<file path="src/rtl/hcs_pkg.sv">
package hcs_pkg;

    localparam int CMD_BITS = 6;
    localparam int HALT_BIT = 12;
    localparam logic [1:0] FLS_RSVD = 2'b11;

    typedef struct packed {
        logic       ase;
        logic       pse;
        logic [1:0] fls;
        logic       hc_reset;
        logic       run;
    } cmd_t;

    typedef enum logic [1:0] {
        ST_HALTED  = 2'd0,
        ST_RUNNING = 2'd1,
        ST_DRAIN   = 2'd2,
        ST_RESET   = 2'd3
    } hc_state_e;

    // Low (idx_w - code) bits set; code 00/01/10 -> full, half, quarter list
    function automatic logic [15:0] fl_mask(input logic [1:0] code, input int idx_w);
        logic [31:0] ones;
        ones = (32'h1 << (idx_w - int'(code))) - 32'h1;
        return ones[15:0];
    endfunction

endpackage

</file>
<file path="src/rtl/hcs_cmd_reg.sv">
module hcs_cmd_reg
    import hcs_pkg::*;
#(
    parameter int ADDR_W   = 4,
    parameter int DATA_W   = 32,
    parameter int CMD_ADDR = 0
) (
    input  logic              clk,
    input  logic              rst,
    input  logic              wr,
    input  logic [ADDR_W-1:0] addr,
    input  logic [DATA_W-1:0] wdata,
    input  logic              cap_prog_fl,
    input  logic              in_reset,
    output cmd_t              cmd_q,
    output logic              rst_start,
    output logic              run_nxt
);

    logic wr_cmd;
    cmd_t wcmd;
    cmd_t cmd_d;

    always_comb begin
        wr_cmd    = wr && (addr == ADDR_W'(CMD_ADDR));
        wcmd      = cmd_t'(wdata[CMD_BITS-1:0]);
        rst_start = wr_cmd && wcmd.hc_reset && !in_reset;
        cmd_d     = cmd_q;
        cmd_d.hc_reset = 1'b0;
        if (in_reset || rst_start) begin
            cmd_d = '0;
        end else if (wr_cmd) begin
            cmd_d.run = wcmd.run;
            cmd_d.pse = wcmd.pse;
            cmd_d.ase = wcmd.ase;
            if (cap_prog_fl && (wcmd.fls != FLS_RSVD))
                cmd_d.fls = wcmd.fls;
        end
        run_nxt = cmd_d.run;
    end

    always_ff @(posedge clk) begin
        if (rst) cmd_q <= '0;
        else     cmd_q <= cmd_d;
    end

    assert_fls_locked_R8: assert property (@(posedge clk) disable iff (rst)
        (!cap_prog_fl && !rst_start) |=> $stable(cmd_q.fls));

    assert_fls_rsvd_R9: assert property (@(posedge clk) disable iff (rst)
        (wr_cmd && wcmd.fls == FLS_RSVD && !rst_start) |=> $stable(cmd_q.fls));

    assert_reset_clears_R5: assert property (@(posedge clk) disable iff (rst)
        rst_start |=> (!cmd_q.run && !cmd_q.pse && !cmd_q.ase && cmd_q.fls == 2'b00));

    assert_reset_blocks_R4: assert property (@(posedge clk) disable iff (rst)
        in_reset |=> (!cmd_q.run && !cmd_q.pse && !cmd_q.ase));

endmodule

</file>
<file path="src/rtl/hcs_halt_fsm.sv">
module hcs_halt_fsm
    import hcs_pkg::*;
(
    input  logic clk,
    input  logic rst,
    input  logic rst_start,
    input  logic run_nxt,
    input  logic reset_done,
    input  logic pipe_idle,
    output logic in_reset,
    output logic halted
);

    hc_state_e state_q, state_d;

    always_comb begin
        state_d = state_q;
        if (rst_start) begin
            state_d = ST_RESET;
        end else begin
            unique case (state_q)
                ST_RESET:   if (reset_done) state_d = ST_HALTED;
                ST_HALTED:  if (run_nxt) state_d = ST_RUNNING;
                ST_RUNNING: if (!run_nxt) state_d = ST_DRAIN;
                ST_DRAIN: begin
                    if (run_nxt)        state_d = ST_RUNNING;
                    else if (pipe_idle) state_d = ST_HALTED;
                end
                default:    state_d = ST_HALTED;
            endcase
        end
    end

    always_ff @(posedge clk) begin
        if (rst) state_q <= ST_HALTED;
        else     state_q <= state_d;
    end

    assign in_reset = (state_q == ST_RESET);
    assign halted   = (state_q == ST_RESET) || (state_q == ST_HALTED);

    assert_drain_waits_R2: assert property (@(posedge clk) disable iff (rst)
        (!halted && !run_nxt && !pipe_idle && !rst_start) |=> !halted);

    assert_run_unhalts_R3: assert property (@(posedge clk) disable iff (rst)
        (run_nxt && !rst_start) |=> !halted);

    assert_reset_hold_R4: assert property (@(posedge clk) disable iff (rst)
        (in_reset && !reset_done) |=> in_reset);

    assert_reset_abort_R5: assert property (@(posedge clk) disable iff (rst)
        rst_start |=> (in_reset && halted));

    assert_reset_done_R6: assert property (@(posedge clk) disable iff (rst)
        (in_reset && reset_done) |=> (halted && !in_reset));

endmodule

</file>
<file path="src/rtl/hcs_irq_status.sv">
module hcs_irq_status #(
    parameter int NUM_IRQ = 4
) (
    input  logic               clk,
    input  logic               rst,
    input  logic               wr_sts,
    input  logic [NUM_IRQ-1:0] clr_bits,
    input  logic [NUM_IRQ-1:0] irq_event,
    input  logic               clear_all,
    output logic [NUM_IRQ-1:0] sts_q
);

    for (genvar i = 0; i < NUM_IRQ; i++) begin : g_bit
        always_ff @(posedge clk) begin
            if (rst || clear_all)            sts_q[i] <= 1'b0;
            else if (irq_event[i])           sts_q[i] <= 1'b1;
            else if (wr_sts && clr_bits[i])  sts_q[i] <= 1'b0;
        end

        assert_event_sets_R11: assert property (@(posedge clk) disable iff (rst)
            (irq_event[i] && !clear_all) |=> sts_q[i]);

        assert_w1c_R10: assert property (@(posedge clk) disable iff (rst)
            (wr_sts && clr_bits[i] && !irq_event[i]) |=> !sts_q[i]);

        assert_hold_R10: assert property (@(posedge clk) disable iff (rst)
            (!irq_event[i] && !(wr_sts && clr_bits[i]) && !clear_all) |=> $stable(sts_q[i]));
    end

endmodule

</file>
<file path="src/rtl/usb_hc_cmdsts.sv">
module usb_hc_cmdsts
    import hcs_pkg::*;
#(
    parameter int ADDR_W   = 4,
    parameter int DATA_W   = 32,
    parameter int NUM_IRQ  = 4,
    parameter int IDX_W    = 10,
    parameter int CMD_ADDR = 0,
    parameter int STS_ADDR = 1
) (
    input  logic               clk,
    input  logic               rst,
    input  logic [ADDR_W-1:0]  reg_addr,
    input  logic               reg_wr,
    input  logic [DATA_W-1:0]  reg_wdata,
    output logic [DATA_W-1:0]  reg_rdata,
    input  logic               cap_prog_fl,
    input  logic               pipe_idle,
    input  logic               reset_done,
    input  logic [NUM_IRQ-1:0] irq_event,
    output logic               run_en,
    output logic               ctrl_reset,
    output logic               periodic_en,
    output logic               async_en,
    output logic               halted,
    output logic [IDX_W-1:0]   fl_index_mask
);

    cmd_t               cmd_q;
    cmd_t               cmd_view;
    logic               rst_start;
    logic               run_nxt;
    logic               in_reset;
    logic [NUM_IRQ-1:0] sts_q;
    logic [15:0]        mask_full;

    hcs_cmd_reg #(.ADDR_W(ADDR_W), .DATA_W(DATA_W), .CMD_ADDR(CMD_ADDR)) u_cmd (
        .clk(clk), .rst(rst), .wr(reg_wr), .addr(reg_addr), .wdata(reg_wdata),
        .cap_prog_fl(cap_prog_fl), .in_reset(in_reset), .cmd_q(cmd_q),
        .rst_start(rst_start), .run_nxt(run_nxt)
    );

    hcs_halt_fsm u_fsm (
        .clk(clk), .rst(rst), .rst_start(rst_start), .run_nxt(run_nxt),
        .reset_done(reset_done), .pipe_idle(pipe_idle),
        .in_reset(in_reset), .halted(halted)
    );

    hcs_irq_status #(.NUM_IRQ(NUM_IRQ)) u_sts (
        .clk(clk), .rst(rst),
        .wr_sts(reg_wr && (reg_addr == ADDR_W'(STS_ADDR))),
        .clr_bits(reg_wdata[NUM_IRQ-1:0]), .irq_event(irq_event),
        .clear_all(rst_start || in_reset), .sts_q(sts_q)
    );

    always_comb begin
        cmd_view          = cmd_q;
        cmd_view.hc_reset = in_reset;
        mask_full         = fl_mask(cmd_q.fls, IDX_W);
        reg_rdata         = '0;
        if (reg_addr == ADDR_W'(CMD_ADDR)) begin
            reg_rdata[CMD_BITS-1:0] = cmd_view;
        end else if (reg_addr == ADDR_W'(STS_ADDR)) begin
            reg_rdata[NUM_IRQ-1:0] = sts_q;
            reg_rdata[HALT_BIT]    = halted;
        end
    end

    assign run_en        = cmd_q.run;
    assign ctrl_reset    = in_reset;
    assign periodic_en   = cmd_q.pse;
    assign async_en      = cmd_q.ase;
    assign fl_index_mask = mask_full[IDX_W-1:0];

    assert_mask_width_R7: assert property (@(posedge clk) disable iff (rst)
        ($countones(fl_index_mask) >= IDX_W - 2) && fl_index_mask[0]);

    assert_run_vs_halt_R3: assert property (@(posedge clk) disable iff (rst)
        run_en |-> !halted);

endmodule

</file>
<file path="config.mk">
export PLATFORM = sky130hd
export DESIGN_NAME = usb_hc_cmdsts
export DESIGN_NICKNAME = d
export VERILOG_FILES = /design/src/rtl/hcs_pkg.sv /design/src/rtl/hcs_cmd_reg.sv /design/src/rtl/hcs_halt_fsm.sv /design/src/rtl/hcs_irq_status.sv /design/src/rtl/usb_hc_cmdsts.sv
export SDC_FILE = /design/constraint.sdc
export NUM_CORES = 1
export LEC_CHECK = 0
export BUFFER_PORTS_ARGS = -buffer_cell sky130_fd_sc_hd__buf_2
export CORE_MARGIN = 4
export CORE_UTILIZATION = 37
export CTS_BUF_LIST = sky130_fd_sc_hd__clkbuf_8
export DETAILED_ROUTE_END_ITERATION = 7
export GPL_TIMING_DRIVEN = 0
export PLACE_DENSITY = 0.82
export SLEW_MARGIN = 20
export SYNTH_ARGS = -nofsm -noshare
export SYNTH_HDL_FRONTEND = slang
export SYNTH_SLANG_ARGS = --single-unit
</file>
<file path="constraint.sdc">
create_clock -name clk -period 2.25 [get_ports clk]
set_clock_uncertainty 0.1 [all_clocks]
set_input_delay 0.1125 -clock clk [delete_from_list [all_inputs] [get_ports clk]]
set_output_delay 0.1125 -clock clk [all_outputs]
set_load 0.005 [all_outputs]
</file>
Yosys cells after proc, flatten, opt, wreduce, memory -nomap -nowiden
Cells that the tools add are included.
{ "word_totals": {"regBits": 11, "latch_bits": 0, "mem_bits_rw": 0, "romBits": 0, "input_bits": 46, "out_inout_bits": 47, "word_cells": 65, "mem_count": 0} }
{ "classes": {"add_sub_neg": 2, "n_mul": 0, "div_mod_pow": 0, "magnitude_cmp": 0, "eq_ne": 9, "shift": 1, "mux": 22, "n_bitwise": 0, "reduce_logical": 22} }
{ "ops": {"columns": ["cell", "n"], "rows": [
  ["<< shifter 1 x 32 -> 10 bit (first input constant)", 1],
  ["2-to-1 mux 2 bit", 7],
  ["2-to-1 mux 1 bit", 12],
  ["subtractor 10 x 1 -> 10 bit (second input constant)", 1],
  ["logical AND 1 bit", 9],
  ["2-to-1 mux 4 bit", 2],
  ["case mux 2 bit (4 select lines)", 1],
  ["nonzero test 2 bit", 4],
  ["!= test 3 bit (second input constant)", 2],
  ["subtractor 4 x 2 -> 5 bit (first input constant)", 1],
  ["== test 2 bit (second input constant)", 2],
  ["== test 4 x 1 -> 1 bit (second input constant)", 1],
  ["zero test 4 bit", 1],
  ["!= test 4 x 3 -> 1 bit (second input constant)", 1],
  ["AND reduction 4 bit", 1],
  ["logical OR 1 bit", 3],
  ["!= test 3 x 2 -> 1 bit (second input constant)", 1],
  ["== test 2 x 1 -> 1 bit (second input constant)", 1],
  ["zero test 2 bit", 1],
  ["!= test 2 bit (second input constant)", 1],
  ["AND reduction 2 bit", 1],
  ["OR reduction 2 bit", 1],
  ["zero test 1 bit", 1]
]} }

Longest topological paths before layout
Gate-level depths: netlist (run 1).
{ "logic_depth": {"ltp_word": 9, "depth_mapped": 7, "mapped_depth_nobuf": 6} }

Hierarchy
Synthesis (run 1) repeated with hierarchy kept, for this count alone.
{ "unflattened": {"hier_cells": 126, "area_unflattened_um2": 1056.0} }
{ "modules_own_cells": {"columns": ["module", "instances", "cells_per_inst", "area_per_inst_um2", "seq_area_each_um2"], "rows": [
  ["usb_hc_cmdsts", 1, 58, 405.4, 0.0],
  ["hcs_cmd_reg", 1, 31, 290.3, 100.1],
  ["hcs_halt_fsm", 1, 24, 214.0, 40.0],
  ["hcs_irq_status", 1, 13, 146.4, 80.1]
]} }

Worst setup path after synthesis (run 1)
OpenSTA, ideal clock, no wires.
{ "synth_timing": {"path_type": "input to register", "start": "input port reg_addr[0]", "end": "register u_fsm.state_q[1]", "setup_ns": 0.123, "arrival_time_ns": 1.530, "t_required_ns": 2.027, "setup_slack_ns": 0.496, "path_stages": 7, "n_path_buf": 2, "cell_sequence": "buf_6 -> nor4_4 -> buf_6 -> nand3_2 -> a21o_1 -> a211oi_2 -> mux2_1"} }
{ "synth_via": {"elab_chain_len": 9, "elab_cells_between_ends": 15, "cone_classes": "eq/ne: 4; mux: 5; reduce/logical: 6"} }
{ "synth_rtl": {"columns": ["item", "line", "source"], "rows": [
  ["from (decl)", "usb_hc_cmdsts.sv:13", "input logic [ADDR_W-1:0] reg_addr,"],
  ["zero test 4 bit *", "hcs_cmd_reg.sv:25", "wr_cmd = wr && (addr == ADDR_W'(CMD_ADDR));"],
  ["logical AND 1 bit *", "hcs_cmd_reg.sv:25", null],
  ["logical AND 1 bit (2 in a row)", "hcs_cmd_reg.sv:27", "rst_start = wr_cmd && wcmd.hc_reset && !in_reset;"],
  ["logical OR 1 bit", "hcs_cmd_reg.sv:30", "if (in_reset || rst_start) begin"],
  ["2-to-1 mux 1 bit", "hcs_cmd_reg.sv:30", null],
  ["2-to-1 mux 2 bit", "hcs_halt_fsm.sv:26", "if (run_nxt) state_d = ST_RUNNING;"],
  ["case mux 2 bit (4 select lines)", "hcs_halt_fsm.sv:21", "unique case (state_q)"],
  ["2-to-1 mux 2 bit", "hcs_halt_fsm.sv:18", "if (rst_start) begin"],
  ["to (signal assigned)", "hcs_halt_fsm.sv:36", "else state_q <= state_d;"],
  ["to (decl)", "hcs_halt_fsm.sv:14", "hc_state_e state_q, state_d;"]
]} }
Mark *: on every way between the ends. The rest lies on a longest branch, timed or not.
A chain may end at the register's enable or synchronous reset.

Worst setup path in the final report (run 1)
{ "layout_timing": {"start": "register u_fsm.state_q[0]", "end": "register u_fsm.state_q[1]"} }
{ "layout_via": {"elab_chain_len": 8, "elab_cells_between_ends": 16, "cone_classes": "eq/ne: 7; mux: 4; reduce/logical: 5"} }
{ "layout_rtl": {"columns": ["item", "line"], "rows": [
  ["== test 2 bit", "hcs_halt_fsm.sv:21, hcs_halt_fsm.sv:39"],
  ["zero test 1 bit", "hcs_cmd_reg.sv:27"],
  ["logical AND 1 bit", "hcs_cmd_reg.sv:27"],
  ["logical OR 1 bit", "hcs_cmd_reg.sv:30"],
  ["2-to-1 mux 1 bit", "hcs_cmd_reg.sv:30"],
  ["2-to-1 mux 2 bit", "hcs_halt_fsm.sv:26"],
  ["case mux 2 bit (4 select lines)", "hcs_halt_fsm.sv:21"],
  ["2-to-1 mux 2 bit", "hcs_halt_fsm.sv:18"]
]} }
Parallel ways exist; a longest one is shown, timed or not.

==> metrics.txt, run 1 <==
asr flop ratio synth 0; CTS root buffer clkbuf_8; GRT overflow 0; Critical Path End Type flop; cts repair resizes 0; Row Count 18; crit-path leading delay family compound AO/OA/AOI/OAI gates; Buffers on Ports 32; vias in the first global route 773; worst reg2reg path depth 6; sw power 0.1899 mW; Comb pwr share 0.341; startpoint types flop; Antenna Nets Post-Route 0; clock network fraction of total power 0.304; Via Count about 900; Pwr Total 0.6371 mW; post-synth top area share 0.2484; leakage approximately 0.74 nW; dpl hpwl between 1500 and 2000 µm; IO Pins 93; R2R setup slack just over 400 ps; Critical path origin u_fsm.state_q[0]$_SDFFE_PP0P_; P&R area growth vs syn 40.88%; final setup fails 0; RR Startpoint u_fsm.state_q[0]$_SDFFE_PP0P_; drt drc 0; synth warn 0; Post-synth EDFFs 0; register area share after synthesis 0.2277; WL final roughly 2200 µm; Buf/Inv on CP 1; fin util 0.5500; Filler Cell Count ~260; FF-to-FF End u_fsm.state_q[1]$_SDFFE_PP0P_; CTS tree yes; Clock transition at path regs ~50 ps; Final Hold Viols 0; outcome finished, final reports clean; Int Pwr ~0.45 mW; Final min period between 1500 and 2000 ps; initial DRC count 17; drt first pass iters 4; Hold Path Depth 3; GR Util All Layers 0.1185; Fmax achieved between 500 and 600 MHz; global-route wire length before repair ~3200 µm; slowest CP cell dfxtp_1; most frequently used cell type in the post-synthesis netlist buf_4; Die ar. between 0.003 and 0.004 mm²; Synth top cells by count buf_4, nor2_1, dfxtp_1; Mean Syn Cell Area 7.800 µm²; H-tree depth 1; clk sinks 11; RSZ-0062 raised after global routing no; number of synthesized register bits 11; vias per inst ~4.0; Most used DFF post-synth dfxtp_1; Worst VDD drop between 0.2 and 0.25 mV; Die X just under 60 µm; Flop pwr share 0.355; latest clock arrival within the worst-skew pair roughly 240 ps; Initial Util 0.3904; setup tns final 0 ps; Max Cap Viol 0; Nets around 250; WP data required about 2300 ps; Unique masters post-synth 27; CTS max path bufs 2; worst hold path class input port to flop; share of cells above drive strength 1 0.3866; CP Class flop to flop; sw frac 0.2981; initial antenna violation count 0; number of buffers created by CTS 3; Tcrit/Tclk final 0.8192; max-slew violations 0; Crit Path Max Fanout 4; largest net degree at the start of global routing 11; largest area contributor in the netlist buf_4; CP cell instances inv_1 > ha_1 > a21oi_1 > a21boi_0 > a211oi_2 > mux2_1; synth top area cells buf_4, dfxtp_1, mux2i_1; Pwr Density 467.6 mW/mm²; Core ar. approximately 0.0025 mm²; drt wl/cell between 9 and 10 µm; Hold EP u_cmd.cmd_q[5]$_SDFFE_PP0N_; Data arrival, critical path 1870 ps; area of the mapped netlist about 970 µm²; # diodes 0; Post-Syn Instances between 100 and 150; routability cong. a little under 0.8; die height approximately 59 µm; Crit path largest cell delay approximately 380 ps; Hold Path Origin reg_wdata[5]
==> worst reg2reg max path, stage by stage, from the launching register on <==
cell      delay, ps
dfxtp_1         380
inv_1           100
ha_1            220
a21oi_1         160
a21boi_0        130
a211oi_2        290
mux2_1          350
==> layout make-up <==
type                       count  area (µm²)  area share
timing repair buffer          36       200.2      0.1469
sequential                    11       220.2      0.1616
inverter                       5       18.77     0.01377
multi-input combinational    103       573.1      0.4206
clock inverter                 1       3.754    0.002755
buffer                        35       267.8      0.1965
tap                           30       37.54     0.02755
clock buffer                   3       41.29     0.03030
==> cells by family (layout without fill, tap and decap cells) <==
kind of cell    count (synthesis)  in the layout  share of synthesized area
simple gates                   44             44                     0.2329
flops                          11             11                     0.2277
compound gates                 16             16                     0.1100
other cells                     2             32                   0.007765
buf+inv                        40             80                     0.2962
mux                             7              7                    0.07374
fa+ha+maj                       4              4                    0.05175
==> registers in the layout (all words and copies together), names as in the netlist <==
name and flops:
u_sts.sts_q 4, u_fsm.state_q 2, u_cmd.cmd_q 5
==> repair_timing <==
action                    CTS  global route
hold buffers                4             0
setup buffers               0             0
hold endpoints to repair    4             0
==> through the flow <==
step	setup slack [ps]	cells	hold slack, ps	instance area (µm²)
after floorplan	496.3	154	129.9	1080
after global placement	393.2	216	217.6	1277
after detailed placement	380.2	216	226.5	1277
after CTS	391.7	224	31.06	1363
after global routing	241.0	224	44.83	1363
final	406.9	224	33.99	1363
==> power by group through the flow <==
| stage | Clock (mW) | Combinational (mW) | Sequential [mW] |
|---|---|---|---|
| 4_1_cts | 0.202 | 0.218 | 0.226 |
| 3_3_place_gp | 0 | 0.208 | 0.229 |
| 6_report | 0.194 | 0.217 | 0.226 |
| 5_1_grt | 0.209 | 0.247 | 0.227 |
| 3_5_place_dp | 0 | 0.212 | 0.230 |
| 2_1_floorplan | 0 | 0.160 | 0.226 |
==> metal layers <==
metal  vias up  track usage  share of wire
met3         2      0.04139          0.098
met1       379       0.1326           0.38
met4         0      0.02913         0.0060
met2        33       0.2129           0.52
met5         -            0              0
li1        483            -              -
==> layout by cell type (no fill, tap or decap), types with 4 or more instances in the layout <==
master          n
dlygate4sd3_1   4
buf_4          32
nand3_1         4
conb_1         32
a21oi_1        10
buf_2          33
nand2_1         9
inv_1           6
nor2_1         16
mux2i_1         6
dfxtp_1        11
ha_1            4
==> worst max-delay path by stage <==
stage                                               end  slack (ps)  cells past startpoint
after floorplan           u_fsm.state_q[1]$_SDFFE_PP0P_         500                      7
after global placement    u_fsm.state_q[1]$_SDFFE_PP0P_         390                      7
after detailed placement  u_fsm.state_q[1]$_SDFFE_PP0P_         380                      7
after CTS                 u_fsm.state_q[1]$_SDFFE_PP0P_         390                      6
after global routing      u_fsm.state_q[1]$_SDFFE_PP0P_         240                      6
final                     u_fsm.state_q[1]$_SDFFE_PP0P_         410                      6
Power figures use the tool's default switching activity.
==> inputs of run 2 (changes only) <==
Clock period 2.25 ns to 1.8 ns, I/O delays scaled along.
==> run 2 against run 1 <==
Combinational power up 40%. Total power is 31% higher. Non-clock buffer count rose by 1. Clock power grew 26%. Sequential share of layout area is 0.16 points lower. Maximum frequency up 9.4%. First-iteration DRC count shrank 12%. Via count shrank 0.11%. Die area unchanged.
==> metrics.txt, run 2 (synthesized netlist as in run 1, its figures left out) <==
outcome finished, final reports clean; CP Class flop to flop; Die X around 59 µm; Final Instance Area roughly 0.0014 mm²; number of buffers created by CTS 3; worst hold path class input port to flop; max reg flops 5; Worst VDD drop approximately 0.29 mV; Nets between 200 and 250; Antenna Nets Post-Route 0; die height just under 60 µm; most frequent cells in the layout buf_2, buf_4, conb_1, nor2_1, dfxtp_1; Cell Count, Final, Fillers Out ~230; Row Count 18; Clock transition at path regs ~60 ps; latest clock arrival within the worst-skew pair 240 ps; WL final 2192 µm; Die ar. roughly 0.0035 mm²; Critical Path End Type flop; vias in the first global route 777; GR Util All Layers 0.1185; CP cell instances inv_1 > ha_2 > a21oi_2 > a21boi_1 > a211oi_2 > mux2_4; max-slew violations 0; final setup fails 0; Max Cap Viol 0; clk sinks 11; vias per inst 3.982; top flop regs u_cmd.cmd_q (5), u_sts.sts_q (4), u_fsm.state_q (2); Initial Util 0.3904; Pwr Total approximately 0.83 mW; CTS max path bufs 2; largest net degree at the start of global routing 11; Top reg by flops u_cmd.cmd_q; Data arrival, critical path around 1700 ps; setup tns final 0 ps; Hold WS roughly 10 ps; setup slack after layout 115.6 ps; # diodes 0; startpoint types flop; Tcrit/Tclk final 0.9358; Final Hold Viols 0; Pwr Density 602.5 mW/mm²; IO Pins 93; Core ar. 0.002477 mm²; DP Area about 0.0013 mm²; initial antenna violation count 0; Fmax achieved 593.7 MHz; RSZ-0062 raised after global routing no; dpl hpwl 1804 µm; fin util 0.5586; Crit Path Max Fanout 4; drt wl/cell 9.742 µm; drt drc 0; WP data required around 1800 ps; Placed Cells ~220; Buffers on Ports 32; initial DRC count 15; routability cong. between 0.7 and 0.8; Via Count around 900; global-route wire length before repair around 3200 µm; Crit path largest cell delay roughly 350 ps; CTS root buffer clkbuf_8; DP Worst Slack -57.14 ps; H-tree depth 1; Final min period 1684 ps; P&R area growth vs syn 43.08%; drt first pass iters 4; share of cells above drive strength 1 0.4154; CTS tree yes; leakage 0.7423 nW; slowest CP cell dfxtp_2; GRT overflow 0
==> run 2: cell types whose count changed in the layout (fill, tap and decap cells not counted), sizes merged <==
| cell | previous run | this run |
|---|---|---|
| buf | 67 | 68 |
==> run 2: path summary, 6_finish.rpt <==
kind,startpoint,to,slack [ps],cells after the start
max,u_fsm.state_q[0]$_SDFFE_PP0P_,u_fsm.state_q[1]$_SDFFE_PP0P_,120,6
min,reg_wdata[5],u_cmd.cmd_q[5]$_SDFFE_PP0N_,10,3
max reg2reg,u_fsm.state_q[0]$_SDFFE_PP0P_,u_fsm.state_q[1]$_SDFFE_PP0P_,120,6
min reg2reg,u_cmd.cmd_q[5]$_SDFFE_PP0N_,u_cmd.cmd_q[5]$_SDFFE_PP0N_,370,2
==> run 2: area by class of cell <==
class                      count  area, µm²
clock buffer                   3      41.29
sequential                    11      221.5
multi-input combinational    103      585.6
timing repair buffer          37      207.7
fill                         255       1094
inverter                       5      18.77
buffer                        35      267.8
clock inverter                 1      3.754
tap                           30      37.54
==> run 2: repair_timing <==
action,4_1_cts,5_1_grt
setup endpoints to repair,1,2
buffers inserted,1,0
resized for setup,0,6
endpoints found under the hold margin,4,0
pin swaps,1,2
gates cloned,0,0
hold buffers,4,0
==> run 2: layer usage <==
metal,share of wire,up-vias,global-route usage
met1,0.38,376,0.1300
met3,0.098,2,0.04139
met5,0,-,0
li1,-,485,-
met2,0.52,33,0.2161
met4,0.0059,0,0.02913
==> run 2: report_power, final <==
| group | internal (mW) | leakage [nW] | switching, mW |
|---|---|---|---|
| clock network | 0.150 | 0.0269 | 0.0954 |
| registers | 0.267 | 0.0906 | 0.0172 |
| logic | 0.167 | 0.625 | 0.138 |
==> run 2: worst max-delay path, delay by kind of cell (launching register included) <==
family | cells | cell delay, ps
AOI/OAI and AO/OA | 3 | 520
adders and majority gates | 1 | 200
buffers and inverters | 1 | 90
DFF | 1 | 350
muxes | 1 | 330
==> inputs of run 3 (changes only) <==
--- a/config.mk
+++ b/config.mk
@@ -7,5 +7,6 @@
 export LEC_CHECK = 0
+export ABC_AREA = 1
 export BUFFER_PORTS_ARGS = -buffer_cell sky130_fd_sc_hd__buf_2
 export CORE_MARGIN = 4
-export CORE_UTILIZATION = 37
+export CORE_UTILIZATION = 38
 export CTS_BUF_LIST = sky130_fd_sc_hd__clkbuf_8
@@ -13,3 +14,3 @@
 export GPL_TIMING_DRIVEN = 0
-export PLACE_DENSITY = 0.82
+export PLACE_DENSITY = 0.83
 export SLEW_MARGIN = 20
--- a/constraint.sdc
+++ b/constraint.sdc
@@ -4,2 +4,2 @@
 set_output_delay 0.09 -clock clk [all_outputs]
-set_load 0.005 [all_outputs]
+set_load 0.1 [all_outputs]
==> run 3 against run 2 <==
Clock power increased by 6%. Die area decreased by 0.74%. Non-clock buffer count increased by 1. Final cell count increased by 8.9%. Total power increased by 91%. Via count increased by 8.7%. Combinational power increased to 3.4 times the previous value. Maximum frequency decreased by 0.62%. Wire length increased by 2.8%. Critical path depth decreased by 2. Critical path type is now flop to output pin. Largest power group unchanged.
==> metrics.txt, run 3 <==
Worst VDD drop about 1 mV; largest net degree at the start of global routing 9; share of cells above drive strength 1 0.4372; area of the multi-input gates a little over 600 µm²; Hold Path Depth 3; met2 wire length approximately 1100 µm; Pwr Density between 1000 and 1500 mW/mm²; Row Count 18; Initial Util 0.3975; CTS max path bufs 2; worst hold path class input port to flop; drt first pass iters 4; Hold WS ~57 ps; Nets 266; Via Count between 900 and 1000; synth top area cells buf_4, dfxtp_1, nand2_1; Filler Cell Count about 240; Final Hold Viols 0; max-slew violations 0; synth warn 0; initial antenna violation count 0; largest area contributor in the netlist buf_4; Top Layer Used met4; H-tree depth 1; max reg flops 5; Data arrival, critical path ~1500 ps; Tcrit/Tclk final 0.9416; Core ar. approximately 0.0025 mm²; Mean Syn Cell Area 7.034 µm²; asr flop ratio synth 0; Hold Path Origin reg_wdata[3]; Top reg by flops u_cmd.cmd_q; drt wl/cell slightly above 9 µm; GRT overflow 0; Most used DFF post-synth dfxtp_1; CTS tree yes; vias in the first global route between 800 and 900; routed length on met1 868 µm; Buffers on Ports 34; area of the mapped netlist around 980 µm²; vias per inst 3.976; drt drc 0; routability cong. 0.8812; Fmax achieved 590.0 MHz; number of buffers created by CTS 3; CTS root buffer clkbuf_8; CP Class flop to output pin; latest clock arrival within the worst-skew pair 240 ps; setup bufs post-CTS 0; Synth top cells by count buf_4, nand2_1, inv_1; Critical Path End Type output pin; P&R area growth vs syn 49.56%; Antenna Nets Post-Route 0; RSZ-0062 raised after global routing no; Final min period between 1500 and 2000 ps; Crit Path Max Fanout 4; Reg area approximately 220 µm²; Die ar. between 0.003 and 0.004 mm²; FF-to-FF End u_fsm.state_q[0]$_SDFFE_PP0P_; top flop regs u_cmd.cmd_q (5), u_sts.sts_q (4), u_fsm.state_q (2); # diodes 0; post-synth top area share 0.2440; Hold EP u_cmd.cmd_q[3]$_SDFFE_PP0P_; Unique masters post-synth 23; IO Pins between 90 and 100; most frequently used cell type in the post-synthesis netlist buf_4; wire length on met3 196 µm; Crit path largest cell delay roughly 370 ps; Final Instance Area around 0.0015 mm²; GR Util All Layers 0.1373; Pwr Total roughly 1.6 mW; outcome finished, final reports clean; register area share after synthesis 0.2236; Die X 58.91 µm; Max Cap Viol 0; die height approximately 59 µm; CP cell instances ha_2 > inv_1 > o22ai_4 > clkbuf_4; worst reg2reg path depth 9; RR Startpoint u_fsm.state_q[0]$_SDFFE_PP0P_; DP Area 0.001351 mm²; final setup fails 0; leakage around 0.78 nW; dpl hpwl 1898 µm; WL final approximately 2300 µm; WP data required 1610 ps; number of synthesized register bits 11; R2R setup slack approximately 320 ps; startpoint types flop; initial DRC count 16; global-route wire length before repair 3657 µm; clk sinks 11; slowest CP cell dfxtp_1; Post-synth EDFFs 0; Post-Syn Instances between 100 and 150; Clock transition at path regs about 50 ps; most frequent cells in the layout buf_4, conb_1, buf_2, nand2_1, inv_1
run 3: kinds of logic (layout without fill, tap and decap cells):
kind of cell    count (synthesis)  after routing  share of synthesized area
buf+inv                        50             95                     0.3126
simple gates                   58             58                     0.3177
fa+ha+maj                       4              4                    0.05083
compound gates                 15             15                    0.08767
other cells                     2             32                   0.007627
flops                          11             11                     0.2236
run 3: stage by stage:
| stage | util | cells | setup WS (ps) | TNS (ps) |
|---|---|---|---|---|
| finish | 0.5944 | 245 | 105.1 | 0 |
| global route | 0.5944 | 245 | 27.89 | 0 |
| CTS | 0.5924 | 245 | 15.40 | 0 |
| detailed placement | 0.5455 | 234 | 236.4 | 0 |
| global placement | 0.5455 | 234 | 247.4 | 0 |
| floorplan | - | 170 | -445.1 | -1222 |
run 3: worst max path at each step:
stage,startpoint,to,slack (ps)
floorplan,u_cmd.cmd_q[0]$_SDFF_PP0_,reg_rdata[0],-450
global placement,reg_addr[3],reg_rdata[1],250
detailed placement,reg_addr[3],reg_rdata[1],240
CTS,u_fsm.state_q[1]$_SDFFE_PP0P_,reg_rdata[1],20
global route,u_fsm.state_q[1]$_SDFFE_PP0P_,reg_rdata[1],30
finish,u_fsm.state_q[1]$_SDFFE_PP0P_,reg_rdata[1],110
run 3: repair_timing:
action | 4_1_cts | 5_1_grt
setup endpoints to repair | 0 | 2
hold buffers | 7 | 0
hold endpoints to repair | 8 | 0
resized for setup | 0 | 2
run 3: final cells by class:
| class | instances | area share |
|---|---|---|
| repair buffers | 41 | 0.1665 |
| inverters | 18 | 0.04588 |
| clock inverters | 1 | 0.003398 |
| well taps | 30 | 0.02549 |
| plain buffers | 32 | 0.1631 |
| clock buffers | 3 | 0.02804 |
| multi-input cells | 109 | 0.4163 |
| flip-flops and latches | 11 | 0.1512 |
run 3: metal layers:
layer / vias to the layer above / global-route usage
li1: 519 / -
met1: 415 / 0.1569
met2: 36 / 0.2319
met3: 4 / 0.02632
met4: 0 / 0.08738
met5: - / 0
run 3: power breakdown:
part / total, mW / switching, mW / internal [mW]
registers: 0.307 / 0.0264 / 0.281
clock network: 0.259 / 0.106 / 0.153
logic: 1.02 / 0.783 / 0.240
total: 1.59 / 0.915 / 0.673
run 3: critical path: cells and delay by family, from the launching register on:
family / cells / cell delay (ps)
AO/OA/AOI/OAI: 1 / 190
adder cells (fa/ha/maj): 1 / 220
buffers and inverters: 2 / 480
flip-flops: 1 / 370
